<file path="config.mk">
export PLATFORM = sky130hd
export DESIGN_NAME = hbc_commutator
export DESIGN_NICKNAME = d
export VERILOG_FILES = /design/src/rtl/hbc_pkg.sv /design/src/rtl/hbc_phase_seq.sv /design/src/rtl/hbc_ign_timer.sv /design/src/rtl/hbc_ign_gate.sv /design/src/rtl/hbc_commutator.sv
export SDC_FILE = /design/constraint.sdc
export NUM_CORES = 1
export LEC_CHECK = 0
export ABC_CLOCK_PERIOD_IN_PS = 2350
export BUFFER_PORTS_ARGS = -buffer_cell sky130_fd_sc_hd__buf_4
export CORE_ASPECT_RATIO = 0.9
export CORE_UTILIZATION = 36
export CTS_CLUSTER_SIZE = 30
export DETAILED_ROUTE_END_ITERATION = 8
export GPL_TIMING_DRIVEN = 0
export PLACE_DENSITY = 0.57
export SLEW_MARGIN = 20
export SYNTH_ARGS = -nofsm -noshare
export SYNTH_HDL_FRONTEND = slang
export SYNTH_HIERARCHICAL = 1
export SYNTH_SLANG_ARGS = --single-unit
</file>
<file path="constraint.sdc">
create_clock -name clk -period 2.35 [get_ports clk]
set_clock_uncertainty 0.05 [all_clocks]
set_input_delay 0.705 -clock clk [delete_from_list [all_inputs] [get_ports clk]]
set_output_delay 0.705 -clock clk [all_outputs]
set_load 0.03 [all_outputs]
</file>
<file path="src/rtl/hbc_pkg.sv">
package hbc_pkg;

  // Which diagonal of the bridge is selected to conduct next / now.
  typedef enum logic {
    DIAG_A = 1'b0,   // leg-1 low gate with leg-2 high gate
    DIAG_B = 1'b1    // leg-2 low gate with leg-1 high gate
  } diag_e;

  typedef struct packed {
    logic hi1;
    logic lo1;
    logic hi2;
    logic lo2;
  } gates_t;

  // Gate pattern for a diagonal; nothing is driven unless conducting.
  function automatic gates_t gates_for(diag_e d, logic conduct);
    gates_t g;
    g = '0;
    if (conduct) begin
      if (d == DIAG_A) begin
        g.lo1 = 1'b1;
        g.hi2 = 1'b1;
      end else begin
        g.lo2 = 1'b1;
        g.hi1 = 1'b1;
      end
    end
    return g;
  endfunction

  function automatic diag_e flip_diag(diag_e d);
    return (d == DIAG_A) ? DIAG_B : DIAG_A;
  endfunction

  // Ignition schedule arithmetic.
  function automatic logic window_open(int unsigned count, int unsigned on_len);
    return count < on_len;
  endfunction

  function automatic int unsigned tick_advance(int unsigned count, int unsigned period);
    return (count == period - 1) ? 0 : count + 1;
  endfunction

endpackage

</file>
<file path="src/rtl/hbc_phase_seq.sv">
module hbc_phase_seq
  import hbc_pkg::*;
#(
  parameter int unsigned DEAD_CYC = 4
) (
  input  logic  clk,
  input  logic  rst_n,
  input  logic  run_en,
  input  logic  half_tick,
  output diag_e diag,
  output logic  pair_on,
  output logic  in_dead,
  output logic  tick_taken
);
  localparam int unsigned DW = (DEAD_CYC > 1) ? $clog2(DEAD_CYC) : 1;
  localparam logic [DW-1:0] DEAD_LOAD = DW'(DEAD_CYC - 1);

  logic          started_q;
  logic          dead_q;
  logic          on_q;
  logic [DW-1:0] dcnt_q;
  diag_e         diag_q;

  logic          dead_done;

  assign dead_done  = dead_q && (dcnt_q == '0);
  assign tick_taken = run_en && started_q && on_q && half_tick;

  always_ff @(posedge clk or negedge rst_n) begin
    if (!rst_n) begin
      started_q <= 1'b0;
      dead_q    <= 1'b0;
      on_q      <= 1'b0;
      dcnt_q    <= '0;
      diag_q    <= DIAG_A;
    end else if (!run_en) begin
      started_q <= 1'b0;
      dead_q    <= 1'b0;
      on_q      <= 1'b0;
      dcnt_q    <= '0;
      diag_q    <= DIAG_A;
    end else if (!started_q) begin
      started_q <= 1'b1;
      dead_q    <= 1'b1;
      on_q      <= 1'b0;
      dcnt_q    <= DEAD_LOAD;
      diag_q    <= DIAG_A;
    end else if (dead_q) begin
      if (dead_done) begin
        dead_q <= 1'b0;
        on_q   <= 1'b1;
      end else begin
        dcnt_q <= dcnt_q - 1'b1;
      end
    end else if (tick_taken) begin
      on_q   <= 1'b0;
      dead_q <= 1'b1;
      dcnt_q <= DEAD_LOAD;
      diag_q <= flip_diag(diag_q);
    end
  end

  assign diag    = diag_q;
  assign pair_on = on_q;
  assign in_dead = dead_q;

endmodule

</file>
<file path="src/rtl/hbc_ign_timer.sv">
module hbc_ign_timer
  import hbc_pkg::*;
#(
  parameter int unsigned IGN_PERIOD = 128,
  parameter int unsigned IGN_ON     = 32
) (
  input  logic clk,
  input  logic rst_n,
  input  logic run_en,
  input  logic ign_req,
  input  logic ign_tick,
  input  logic lamp_lit,
  output logic window,
  output logic timer_run,
  output logic timer_done
);
  localparam int unsigned CW = (IGN_PERIOD > 1) ? $clog2(IGN_PERIOD) : 1;

  logic          run_q;
  logic          done_q;
  logic          lit_q;
  logic [CW-1:0] cnt_q;

  logic          cnt_in_window;
  logic          stop_now;

  assign cnt_in_window = window_open(32'(cnt_q), IGN_ON);
  assign stop_now      = run_q && (lit_q || lamp_lit) && !cnt_in_window;

  always_ff @(posedge clk or negedge rst_n) begin
    if (!rst_n) begin
      run_q  <= 1'b0;
      done_q <= 1'b0;
      lit_q  <= 1'b0;
      cnt_q  <= '0;
    end else if (!run_en || !ign_req) begin
      run_q  <= 1'b0;
      done_q <= 1'b0;
      lit_q  <= 1'b0;
      cnt_q  <= '0;
    end else if (!run_q && !done_q) begin
      run_q <= 1'b1;
      cnt_q <= '0;
    end else if (run_q) begin
      if (stop_now) begin
        run_q  <= 1'b0;
        done_q <= 1'b1;
        cnt_q  <= '0;
      end else begin
        if (lamp_lit) lit_q <= 1'b1;
        if (ign_tick) cnt_q <= CW'(tick_advance(32'(cnt_q), IGN_PERIOD));
      end
    end
  end

  assign window     = run_q && cnt_in_window;
  assign timer_run  = run_q;
  assign timer_done = done_q;

endmodule

</file>
<file path="src/rtl/hbc_ign_gate.sv">
module hbc_ign_gate (
  input  logic window,
  input  logic pair_on,
  input  logic in_dead,
  output logic ign
);
  // Ignition may only fire onto a biased bridge midpoint.
  assign ign = window && pair_on && !in_dead;
endmodule

</file>
<file path="src/rtl/hbc_commutator.sv">
module hbc_commutator
  import hbc_pkg::*;
#(
  parameter int unsigned DEAD_CYC   = 4,
  parameter int unsigned IGN_PERIOD = 128,
  parameter int unsigned IGN_ON     = 32
) (
  input  logic clk,
  input  logic rst_n,
  input  logic run_en,
  input  logic half_tick,
  input  logic ign_tick,
  input  logic ign_req,
  input  logic lamp_lit,
  output logic bridge_hi1,
  output logic bridge_lo1,
  output logic bridge_hi2,
  output logic bridge_lo2,
  output logic ign_drive
);
  diag_e  diag;
  logic   pair_on;
  logic   dead_now;
  logic   tick_taken;
  logic   window;
  logic   timer_run;
  logic   timer_done;
  gates_t gates;

  hbc_phase_seq #(.DEAD_CYC(DEAD_CYC)) u_seq (
    .clk        (clk),
    .rst_n      (rst_n),
    .run_en     (run_en),
    .half_tick  (half_tick),
    .diag       (diag),
    .pair_on    (pair_on),
    .in_dead    (dead_now),
    .tick_taken (tick_taken)
  );

  hbc_ign_timer #(.IGN_PERIOD(IGN_PERIOD), .IGN_ON(IGN_ON)) u_tmr (
    .clk        (clk),
    .rst_n      (rst_n),
    .run_en     (run_en),
    .ign_req    (ign_req),
    .ign_tick   (ign_tick),
    .lamp_lit   (lamp_lit),
    .window     (window),
    .timer_run  (timer_run),
    .timer_done (timer_done)
  );

  hbc_ign_gate u_gate (
    .window  (window),
    .pair_on (pair_on),
    .in_dead (dead_now),
    .ign     (ign_drive)
  );

  assign gates      = gates_for(diag, pair_on);
  assign bridge_hi1 = gates.hi1;
  assign bridge_lo1 = gates.lo1;
  assign bridge_hi2 = gates.hi2;
  assign bridge_lo2 = gates.lo2;

endmodule

</file>
==> run_results.csv, run 1 <==
group,metric,value,unit
layout,nNetsFinal,113,
pwr,peakVddDrop,0.281,mV
detailed_routing,detail_route.wl_per_cell,13.0,µm
timing,finalMaxSlewViolations,0,
floorplan,die_h,48.6,µm
layout,drive_gt1_frac,0.235,
clock_network,htreeDepth,1,
detailed_routing,drtPass1Iterations,4,
worst_setup_path,start_kind,"flip-flop",
hold_path,min_path_type,"primary input to asynchronous set/reset pin",
floorplan,dieWidth,53.8,µm
yosys,syn_nets,97,
floorplan,io_pins,12,
timing,rsz0062_at_grt,"false",
detailed_routing,drc,0,
timing,fin_hold_ws,0.211,ns
global_route,track_usage,0.160,
timing,period_share,0.931,
floorplan,die_area,2620,µm²
layout,antennaDiodeCount,0,
clock_network,clock_sinks,16,
outcome,outcome,"completed",
worst_setup_path,crit_slowest_cell,"dfrtp_2",
global_route,first_global_vias,636,
pwr,pwr-share-seq,0.596,
detailed_routing,drt_iter0_markers,14,
detailed_routing,ant_nets,0,
clock_network,insertion_delay,0.28,ns
worst_setup_path,slowest_delay,0.43,ns
clock_network,cts_buffers,3,
clock_network,hold_buffers,0,
floorplan,start_util,0.391,
job,maxCapViolations,0,
placed_design,pre_cts_ws,0.214,ns
timing,fmax,0.457,GHz
clock_network,cts_resized,0,
worst_setup_path,crit_family,"simple AND/OR/NAND/NOR gates",
global_route,grt-ovfl-total,0,
clock_network,clockBufferDepth,2,
timing,fin_tns_setup,0,ns
pwr,p_int,0.367,mW
floorplan,core_area,2220,µm²
placed_design,gp_congestion,0.787,
placed_design,place_hpwl,1240,µm
clock_network,clk_pin_slew,0.09,ns
detailed_routing,routed_wl,1680,µm
yosys,mappedNetlistArea,870,µm²
pwr,power.share.clock,0.291,
global_route,grt_max_degree,17,
timing,tightest_slew,0.587,ns
layout,syn_to_final_growth,16.1,%
global_route,antenna_found_initial,0,
timing,period_needed,2.19,ns
placed_design,portBuffers,11,
timing,setup_viol,0,
timing,hold_violations,0,
clock_network,cts_tree,"yes",
clock_network,cts_setup_buffers,0,
timing,slew_headroom,0.605,
worst_setup_path,cp_data_required_time,1.59,ns
pwr,power_density,482,nW/µm²
yosys,ys_warn_count,6,
clock_network,cts-root-buf,"clkbuf_4",
pwr,switching_share,0.247,
pwr,power_frac_comb,0.113,
pwr,p_leak,0.472,nW
detailed_routing,routed_via_density,5.29,
global_route,grt_pass1_wl,2990,µm
worst_setup_path,crit_type,"flip-flop to output pin",
worst_setup_path,critPathCaptureType,"output pin",
yosys,synth_cells,88,
worst_setup_path,path_buf_inv,2,
timing,layout_setup_ws,0.161,ns
worst_setup_path,path_cells,"inv_1, nor3_1, and3b_1, buf_4",
floorplan,rows,16,
worst_setup_path,path_max_fanout,7,
pwr,p_switching,0.120,mW
detailed_routing,vias,682,
yosys,syn_avg_cell_area,9.88,µm²
worst_setup_path,crit_arrival,1.43,ns
==> worst paths after layout <==
kind,start,endpoint,slack (ns),cells after the start
worst min register to register,u_tmr/lit_q$_DFFE_PN0P_,u_tmr/lit_q$_DFFE_PN0P_,0.46,2
max in group asynchronous,rst_n,u_tmr/timer_run$_DFF_PN0_,1.85,1
worst max register to register,u_tmr/cnt_q[5]$_DFFE_PN0P_,u_tmr/cnt_q[1]$_DFFE_PN0P_,0.50,5
worst min-delay path,rst_n,u_tmr/cnt_q[2]$_DFFE_PN0P_,0.21,1
min in group clk,u_tmr/lit_q$_DFFE_PN0P_,u_tmr/lit_q$_DFFE_PN0P_,0.46,2
worst max-delay path,u_tmr/timer_run$_DFF_PN0_,ign_drive,0.16,4
==> routing by layer <==
| layer | GRT usage | share of wire |
|---|---|---|
| met1 | 0.254 | 0.55 |
| met2 | 0.191 | 0.41 |
| met3 | 0.0566 | 0.029 |
| met4 | 0.0570 | 0.0089 |
| met5 | 0 | 0 |
==> worst reg2reg max path, stage by stage (launching register included) <==
cell and delay [ns]:
dfrtp_1 0.46, o221a_1 0.32, or2_1 0.23, buf_6 0.13, nor3_1 0.37, a32o_1 0.22
==> layout by cell type (no fill, tap or decap), types with 2 or more instances in the layout <==
cell type / count
inv_1: 5
nand3_1: 2
or4_1: 2
nand4b_1: 2
nor2_1: 8
and2_2: 2
and2_1: 2
o21ai_0: 5
ha_1: 2
nor3_1: 2
clkbuf_4: 3
dfrtp_1: 15
or3_1: 2
a21oi_1: 5
nand2_1: 8
buf_4: 13
o221a_1: 2
==> power groups by stage <==
stage	combinational, mW	clock (mW)	sequential, mW
finish	0.0550	0.142	0.290
global route	0.0631	0.168	0.292
CTS	0.0557	0.149	0.290
detailed placement	0.0554	0	0.295
global placement	0.0550	0	0.295
floorplan	0.0321	0	0.294
==> area by class of cell <==
type	count	area (µm²)
fill	212	1210
multi-input combinational	64	424
sequential	16	402
timing repair buffer	11	82.6
tap	27	33.8
buffer	3	26.3
clock buffer	3	22.5
inverter	5	18.8
==> metrics by stage <==
step                std cells  instance area [µm²]  utilization  power, mW
finish                    129                 1010        0.454      0.487
global route              129                 1010        0.454      0.523
CTS                       129                 1010        0.454      0.494
detailed placement        126                  986        0.444      0.351
global placement          126                  986        0.444      0.350
floorplan                  88                  870            -      0.326
==> flip-flops by register name, indices dropped and copies added, names as in the netlist <==
| name | flops |
|---|---|
| u_seq/dcnt_q | 2 |
| u_seq/diag | 1 |
| u_seq/in_dead | 1 |
| u_seq/pair_on | 1 |
| u_seq/started_q | 1 |
| u_tmr/cnt_q | 7 |
| u_tmr/lit_q | 1 |
| u_tmr/timer_done | 1 |
| u_tmr/timer_run | 1 |
(Power assumes the default switching activity.)
==> run 2: changes to the inputs <==
- ABC_CLOCK_PERIOD_IN_PS: 2350 -> default
- BUFFER_PORTS_ARGS: -buffer_cell sky130_fd_sc_hd__buf_4 -> -buffer_cell sky130_fd_sc_hd__buf_2
==> run_results.csv, run 2 (synthesis results as in run 1) <==
group,metric,value,unit
timing,layout_setup_ws,0.180,ns
floorplan,die_h,48.6,µm
timing,period_share,0.923,
layout,top_register,"u_tmr/cnt_q",
placed_design,pre_cts_ws,0.209,ns
timing,fmax,0.461,GHz
worst_setup_path,crit_family,"flip-flops",
global_route,grt_max_degree,17,
detailed_routing,routed_via_density,5.23,
worst_setup_path,path_buf_inv,2,
layout,drive_gt1_frac,0.235,
worst_setup_path,r2r_start,"u_tmr/cnt_q[5]$_DFFE_PN0P_",
clock_network,clock_sinks,16,
worst_setup_path,path_max_fanout,7,
pwr,peakVddDrop,0.262,mV
worst_setup_path,crit_type,"flip-flop to output pin",
global_route,first_global_vias,637,
global_route,busiest_layer,"met1",
clock_network,htreeDepth,1,
timing,setup_viol,0,
worst_setup_path,start_kind,"flip-flop",
pwr,pwr-share-seq,0.601,
layout,largest_reg_flops,7,
pwr,power.share.clock,0.292,
pwr,p_int,0.363,mW
worst_setup_path,path_cells,"inv_1, nor3_2, and3b_1, buf_2",
timing,rsz0062_at_grt,"false",
timing,finalMaxSlewViolations,0,
worst_setup_path,path_depth,4,
layout,syn_to_final_growth,13.4,%
detailed_routing,drc,0,
worst_setup_path,crit_start,"u_tmr/timer_run$_DFF_PN0_",
global_route,use_met2,0.198,
pwr,power_density,489,nW/µm²
clock_network,clockBufferDepth,2,
placed_design,gp_congestion,0.785,
timing,tightest_slew,0.557,ns
floorplan,start_util,0.391,
timing,fin_tns_setup,0,ns
worst_setup_path,crit_arrival,1.42,ns
clock_network,cts_tree,"yes",
floorplan,rows,16,
clock_network,cts-root-buf,"clkbuf_4",
pwr,switching_share,0.248,
global_route,grt_util_met3,0.0346,
worst_setup_path,cp_data_required_time,1.59,ns
timing,slew_headroom,0.626,
floorplan,io_pins,12,
clock_network,insertion_delay,0.28,ns
global_route,grt-ovfl-total,0,
worst_setup_path,critPathCaptureType,"output pin",
floorplan,dieWidth,53.8,µm
pwr,power_frac_comb,0.107,
detailed_routing,ant_nets,0,
placed_design,portBuffers,11,
global_route,antenna_found_initial,0,
global_route,grtUsageMet1,0.224,
clock_network,cts_buffers,3,
floorplan,core_area,2220,µm²
detailed_routing,drtPass1Iterations,3,
global_route,grt_pass1_wl,2840,µm
layout,nNetsFinal,113,
pwr,p_switching,0.119,mW
detailed_routing,routed_wl,1650,µm
layout,final_cell_mix,"dfrtp_1, buf_2, nand2_1, nor2_1",
timing,period_needed,2.17,ns
layout,final_common_cell,"dfrtp_1",
timing,hold_violations,0,
detailed_routing,detail_route.wl_per_cell,12.8,µm
worst_setup_path,r2r_cells,5,
detailed_routing,drt_iter0_markers,12,
worst_setup_path,slowest_delay,0.46,ns
global_route,track_usage,0.149,
worst_setup_path,crit_slowest_cell,"dfrtp_1",
layout,top_regs,"u_tmr/cnt_q x7, u_seq/dcnt_q x2",
layout,antennaDiodeCount,0,
floorplan,die_area,2620,µm²
placed_design,place_hpwl,1230,µm
job,maxCapViolations,0,
clock_network,clk_pin_slew,0.09,ns
detailed_routing,vias,675,
outcome,outcome,"completed",
hold_path,min_path_type,"primary input to asynchronous set/reset pin",
pwr,p_leak,0.473,nW
## run 2: cell counts in the layout (fill, tap and decap cells not counted)
Identical to the previous run, type by type.
## run 2: final timing paths
path,slack [ns],end
worst min-delay path,0.28,u_tmr/cnt_q[2]$_DFFE_PN0P_
min in group clk,0.47,u_tmr/lit_q$_DFFE_PN0P_
max in group asynchronous,1.71,u_seq/started_q$_DFF_PN0_
worst max-delay path,0.18,ign_drive
worst max register to register,0.48,u_tmr/cnt_q[3]$_DFFE_PN0P_
worst min register to register,0.47,u_tmr/lit_q$_DFFE_PN0P_
## run 2: layout make-up
cell class              count  area (µm²)
inverters                   5        18.8
plain buffers               3        26.3
multi-input cells          64         429
well taps                  27        33.8
flip-flops and latches     16         400
repair buffers             11        55.1
fillers                   214        1240
clock buffers               3        22.5
## run 2: metrics by stage
step | instance area [µm²] | utilization | hold WS (ns) | instances | total power [mW]
final | 986 | 0.444 | 0.275 | 129 | 0.482
after global routing | 986 | 0.444 | 0.293 | 129 | 0.514
after CTS | 981 | 0.441 | 0.282 | 129 | 0.495
after detailed placement | 958 | 0.431 | 0.447 | 126 | 0.347
after global placement | 958 | 0.431 | 0.434 | 126 | 0.346
after floorplan | 870 | - | 0.359 | 88 | 0.326
## run 2: timing repair
item / in CTS / in global routing
resized for setup: 0 / 1
endpoints found under the setup margin: 0 / 1
hold buffers: 0 / 0
buffers inserted: 0 / 0
## run 2: power groups by stage
stage	Clock (mW)	Sequential, mW	Combinational [mW]
final	0.141	0.290	0.0515
after global placement	0	0.295	0.0512
after detailed placement	0	0.296	0.0515
after CTS	0.153	0.290	0.0520
after global routing	0.164	0.291	0.0587
after floorplan	0	0.294	0.0321
## run 2: per-layer routing
metal  vias up  wire length (µm)
li1        347                 -
met1       320               891
met2         6               681
met3         2                65
met4         0                15
met5         -                 0
## run 2: worst reg2reg max path: cells and delay by family, from the launching register on
kind / cells / cell delay [ns]
simple gates: 3 / 0.84
buf+inv: 1 / 0.13
flops: 1 / 0.46
compound gates: 1 / 0.32
